### src/rtl/tlb_rand_index.sv
module tlb_rand_index #(
  parameter int SEED_W = 32,
  parameter int MULT   = 314159,
  parameter int INC    = 1,
  parameter int TAKE_W = 16,
  parameter int ENT_W  = 7,
  parameter int IDX_W  = 6
) (
  input  logic             clk,
  input  logic             rst_n,
  input  logic             req,
  input  logic [ENT_W-1:0] wired_cnt,
  input  logic [ENT_W-1:0] entry_cnt,
  output logic [IDX_W-1:0] victim_idx,
  output logic             victim_vld,
  output logic             busy
);
  localparam int STEPS = TAKE_W;
  localparam int CNT_W = $clog2(STEPS + 1);
  localparam logic [SEED_W-1:0] MULT_V = SEED_W'(MULT);
  localparam logic [SEED_W-1:0] INC_V  = SEED_W'(INC);

  logic [SEED_W-1:0] seed;
  logic [SEED_W-1:0] seed_nx;
  logic [TAKE_W-1:0] dvd;
  logic [ENT_W-1:0]  rem, win, base;
  logic [CNT_W-1:0]  cnt;

  logic              accept;
  logic              no_window;
  logic [ENT_W-1:0]  trial, step_rem, sum, last;

  assign seed_nx   = seed * MULT_V + INC_V;
  assign accept    = req & ~busy;
  assign no_window = wired_cnt >= entry_cnt;
  assign trial     = {rem[ENT_W-2:0], dvd[TAKE_W-1]};
  assign step_rem  = (trial >= win) ? trial - win : trial;
  assign sum       = step_rem + base;
  assign last      = entry_cnt - 1'b1;

  always_ff @(posedge clk or negedge rst_n) begin
    if (!rst_n) begin
      seed       <= '0;
      dvd        <= '0;
      rem        <= '0;
      win        <= '0;
      base       <= '0;
      cnt        <= '0;
      busy       <= 1'b0;
      victim_vld <= 1'b0;
      victim_idx <= '0;
    end else begin
      victim_vld <= 1'b0;
      if (accept) begin
        seed <= seed_nx;
        base <= wired_cnt;
        win  <= entry_cnt - wired_cnt;
        if (no_window) begin
          victim_vld <= 1'b1;
          victim_idx <= last[IDX_W-1:0];
        end else begin
          busy <= 1'b1;
          dvd  <= seed_nx[SEED_W-1 -: TAKE_W];
          rem  <= '0;
          cnt  <= CNT_W'(STEPS);
        end
      end else if (busy) begin
        dvd <= dvd << 1;
        rem <= step_rem;
        cnt <= cnt - 1'b1;
        if (cnt == CNT_W'(1)) begin
          busy       <= 1'b0;
          victim_vld <= 1'b1;
          victim_idx <= sum[IDX_W-1:0];
        end
      end
    end
  end
endmodule

### config.mk
export PLATFORM = sky130hd
export DESIGN_NAME = tlb_rand_index
export DESIGN_NICKNAME = d
export VERILOG_FILES = /design/src/rtl/tlb_rand_index.sv
export SDC_FILE = /design/constraint.sdc
export NUM_CORES = 1
export LEC_CHECK = 0
export BUFFER_PORTS_ARGS = -buffer_cell sky130_fd_sc_hd__buf_2
export CAP_MARGIN = 20
export CORE_UTILIZATION = 65
export DETAILED_ROUTE_END_ITERATION = 16
export GPL_TIMING_DRIVEN = 1
export PLACE_DENSITY = 0.9
export SETUP_SLACK_MARGIN = 0.02
export SLEW_MARGIN = 20
export SYNTH_ARGS = -nofsm -noshare
export SYNTH_HDL_FRONTEND = slang
export SYNTH_SLANG_ARGS = --single-unit
### constraint.sdc
create_clock -name clk -period 7.85 [get_ports clk]
set_clock_uncertainty 0.2 [all_clocks]
set_input_delay 0.785 -clock clk [delete_from_list [all_inputs] [get_ports clk]]
set_output_delay 0.785 -clock clk [all_outputs]
set_load 0.01 [all_outputs]
# Word level (Yosys, flattened, before mapping)
# Index checks and enable logic that the tools add are counted.
# classes
addsub	6
n_mul	1
magnitude_cmp	2
n_eq_ne	3
n_mux	22
bitwise_logic	2
reduce_logical	4
# ops
op	count
$mux W16	3
$mux W6	8
$add A32 B1 Y32 const B	1
$mul A32 B19 Y32 const B	1
$mux W5	3
$ge A7 B7 Y1	2
$mux W1	8
$sub A7 B7 Y7	1
$add A6 B6 Y6	1
$sub A6 B1 Y6 const B	1
$sub A6 B6 Y6	1
$eq A5 B1 Y1 const B	1
$sub A5 B1 Y5 const B	1
$reduce_bool A2 Y1	2
$reduce_and A3 Y1	1
$ne A2 B1 Y1 const B	1
$ne A2 B2 Y1 const B	1
$reduce_and A2 Y1	1
$and A1 B1 Y1	1
$not A1 Y1	1
# totals
regBits	80
inputBits	17
output_inout_bits	8
word_cells	49

# Depth between registers and ports, before layout
# logic_depth
ltp_word	6
mapped_depth	23

# Least setup slack after synthesis
# OpenSTA, ideal clock, no wires.
# synth_timing
path_kind	register -> register
startpoint	register seed[11]
endpoint	register dvd[11]
setup_ns	0.125
t_arrival_ns	5.554
t_required_ns	7.525
slack_ns	1.971
stages_incl_launch_ff	24
n_path_buf	1
period_less_slack_ns	5.879
path_cell_list	dfrtp_1 inv_1 fa_1 inv_1 ha_1 inv_1 fa_1 inv_1 fa_1 fa_1 inv_1 fa_1 inv_1 ha_1 buf_6 and3_4 a41o_1 a22oi_2 nand2_2 a311oi_4 o21ai_2 xnor2_1 o21ai_1 mux2_2
# synth_via
elab_chain_len	4
# synth_lines
item	line	text
start, declared	23	logic [SEED_W-1:0] seed;
start signal, assigned	55	seed <= seed_nx;
$mul A32 B19 Y32	33	assign seed_nx = seed * MULT_V + INC_V;
$add A32 B1 Y32	33	
$mux W16	58	if (no_window) begin
$mux W16	54	if (accept) begin
end signal, assigned	63	dvd <= seed_nx[SEED_W-1 -: TAKE_W];
end signal, assigned	68	dvd <= dvd << 1;
end, declared	25	logic [TAKE_W-1:0] dvd;
# No other way between the ends. The select of a mux whose other input is x is not followed.
# A chain may end at the register's enable or synchronous reset.

# Worst setup path in the final report
# layout_timing
startpoint	register seed[10]
endpoint	register dvd[12]
# Same word-level chain as after synthesis.

==> out/qor.csv <==
stage,metric,value,unit
yosys,Mapped Nets,1686,
yosys,"Avg Cell Area, Syn",9.236,um2
layout,Layout Cells excl Fill,1566,
worst_setup_path,maximum fanout along the worst path,7,
timing,post-layout min period,6.534,ns
yosys,Post-Syn Instances,1317,
die,# rows,49,
layout,fin area,12800,um2
layout,# fillers,1279,
detailed_routing,vias post-DR,8705,
die,die area,19270,um2
placement,# port buffers,24,
clocking,CTS sink count,80,
die,Die Y,138.8,um
worst_setup_path,Setup crit end kind,flip-flop,
yosys,"Cell Area, Synth",12160,um2
yosys,number of synthesized flops with an enable pin,0,
detailed_routing,ANT nets after route,0,
clocking,Post-CTS Setup Repair Bufs,0,
layout,sequential cell area,2002,um2
worst_setup_path,Setup CP Type,reg2reg,
clocking,CTS H-tree depth,3,
timing,Max Fclk,153.1,MHz
layout,most frequent cells in the layout,"415 x inv_1, 186 x fa_1, 166 x ha_1",
detailed_routing,DRT Wirelength,26.87,mm
worst_setup_path,crit path to,dvd[12],
placement,Placed Cells,1551,
die,area of the core,18150,um2
timing,Hold Fails Final Rpt,0,
min_path,Worst Hold Class,in2async,
detailed_routing,Iter 0 DRT Violations,622,
placement,placed standard-cell area,12500,um2
worst_setup_path,critical path data arrival time,6.53,ns
layout,Multi-input gate area,8506,um2
worst_setup_path,worst path required time,7.85,ns
worst_setup_path,worst reg2reg setup slack,1.32,ns
yosys,post-synthesis sequential area ratio,16.46,%
layout,NumNets Final,1702,
worst_setup_path,launching point of the worst reg2reg path,seed[10],
detailed_routing,DR pass1 iterations,7,
worst_setup_path,Register-to-Register Path Depth,22,
timing,Final Cycle Share,83.23,%
timing,# setup viols final,0,
layout,Layout Utilization,70.51,%
detailed_routing,Avg WL per Cell,17.16,um
worst_setup_path,Critical Path Start,seed[10],
layout,"leading cell type in the layout, fill and taps excluded",inv_1,
die,Die W,138.8,um
yosys,top_reg_cell synth,dfrtp_1,
timing,worst-margin pin slew,0.7459,ns
yosys,Unique masters post-synth,59,
grt,first-pass GRT wire length,45.78,mm
clocking,Clock Path Buffers,2,
worst_setup_path,CP Launch Type,flip-flop,
timing,Slew headroom,50.27,%
placement,DP HPWL,22.33,mm
run,Max-cap violations,0,
yosys,Syn. warnings,0,
die,Initial Util,67.03,%
timing,Fin Setup TNS,0,ns
clocking,cts hold-fix bufs,0,
layout,share of cells above drive strength 1,5.011,%
timing,unrepaired setup endpoints after global routing,no,
yosys,Async SR Flop Fraction,100.0,%
clocking,post_cts resized,0,
detailed_routing,via/cell ratio,5.559,
layout,antenna cells,0,
clocking,Clock transition at path regs,0.07,ns
run_status,run status,"finished, final reports clean",
grt,Congestion Overflow GR,0,
grt,vias in the first global route,9390,
yosys,Yosys reg bits,80,
layout,Area Overhead vs Synth,5.194,%
clocking,worst skew pair latency,0.35,ns
timing,Slew Limit Fails,0,
clocking,TritonCTS Buffers,9,
clocking,Root Driver,clkbuf_16,
die,io pins,25,
detailed_routing,Post-route DRC,0,
placement,gpl congestion,0.9741,
grt,largest net degree at the start of global routing,82,
worst_setup_path,RR Endpoint,dvd[12],
grt,initial antenna violation count,1,
grt,GRT Util Overall,30.31,%
clocking,CTS tree,done,
## worst min path at each step
stage,from,to,cells past startpoint
2_1_floorplan,dvd[0],dvd[0],2
3_3_place_gp,dvd[0],dvd[0],2
3_5_place_dp,win[6],win[6],2
4_1_cts,win[6],win[6],2
5_1_grt,win[4],win[4],2
6_report,rst_n,victim_vld,1
## layer usage
layer	share of wire, %	wire [um]	GRT usage (%)
met1	42	11230	39.64
met2	51	13670	52.87
met3	5.0	1337	4.420
met4	2.3	625	8.304
met5	0	0	0
## synthesized netlist by cell type, types with 3 or more instances
cell type / number / area, um2
ha_1: 166 / 2077
mux2i_1: 8 / 80.08
a21o_1: 11 / 82.58
nor2b_1: 6 / 37.54
nand4_1: 4 / 25.02
xnor2_1: 45 / 394.1
o21a_1: 5 / 37.54
nor3_1: 9 / 45.04
nor2_1: 40 / 150.1
o211ai_1: 5 / 37.54
o21ai_0: 74 / 370.4
clkbuf_1: 19 / 71.32
nand3_1: 7 / 35.03
a21oi_1: 41 / 205.2
and2_1: 3 / 18.77
a211oi_1: 8 / 60.06
a31oi_1: 7 / 43.79
dfrtp_1: 80 / 2002
mux2_2: 8 / 90.09
xor2_1: 22 / 192.7
inv_1: 415 / 1558
nand2b_1: 5 / 31.28
nand2_1: 89 / 334.1
o21bai_1: 3 / 22.52
o21ai_1: 8 / 40.04
fa_1: 186 / 3724
## cell type report
class,instances,area share [%]
clock inverters,4,0.2738
inverters,415,12.17
clock buffers,11,1.975
well taps,229,2.239
multi-input cells,799,66.47
flip-flops and latches,80,15.64
repair buffers,28,1.222
## per-stage QoR
| step | hold WS, ns | worst slack, ns |
|---|---|---|
| 2_1_floorplan | 0.2485 | 1.971 |
| 4_1_cts | 0.2865 | 1.329 |
| 5_1_grt | 0.3072 | 1.123 |
| 6_report | 0.2633 | 1.316 |
| 3_5_place_dp | 0.2721 | 1.570 |
| 3_3_place_gp | 0.2618 | 1.701 |
## registers in the layout (all words and copies together) (netlist names)
signal      flops
dvd            16
base            6
seed           32
win             7
victim_vld      1
victim_idx      6
rem             6
cnt             5
busy            1
## cell families (layout without fill, tap and decap cells)
| group | count (synthesis) | after routing | synth area share, % |
|---|---|---|---|
| buf+inv | 438 | 458 | 13.64 |
| flops | 80 | 80 | 16.46 |
| fa+ha+maj | 352 | 352 | 47.69 |
| xor+xnor | 67 | 67 | 4.824 |
| simple gates | 180 | 180 | 6.717 |
| mux | 16 | 16 | 1.399 |
| compound gates | 184 | 184 | 9.278 |
## critical path: stages (launching register included)
cell and delay, ns:
dfrtp_1 0.52, inv_1 0.25, fa_1 0.58, inv_1 0.04, ha_1 0.26, inv_1 0.04
fa_1 0.47, inv_1 0.06, fa_1 0.53, fa_1 0.61, inv_1 0.06, fa_1 0.49
inv_1 0.06, ha_1 0.40, nand4_1 0.17, or2_0 0.28, a211oi_2 0.27, o211ai_1 0.17
a31oi_2 0.26, a21oi_1 0.16, o21bai_1 0.21, xnor2_1 0.17, o21ai_0 0.12
Power is not shown: default switching activity piles up to over one toggle a cycle in this logic, so the estimate is an artifact.
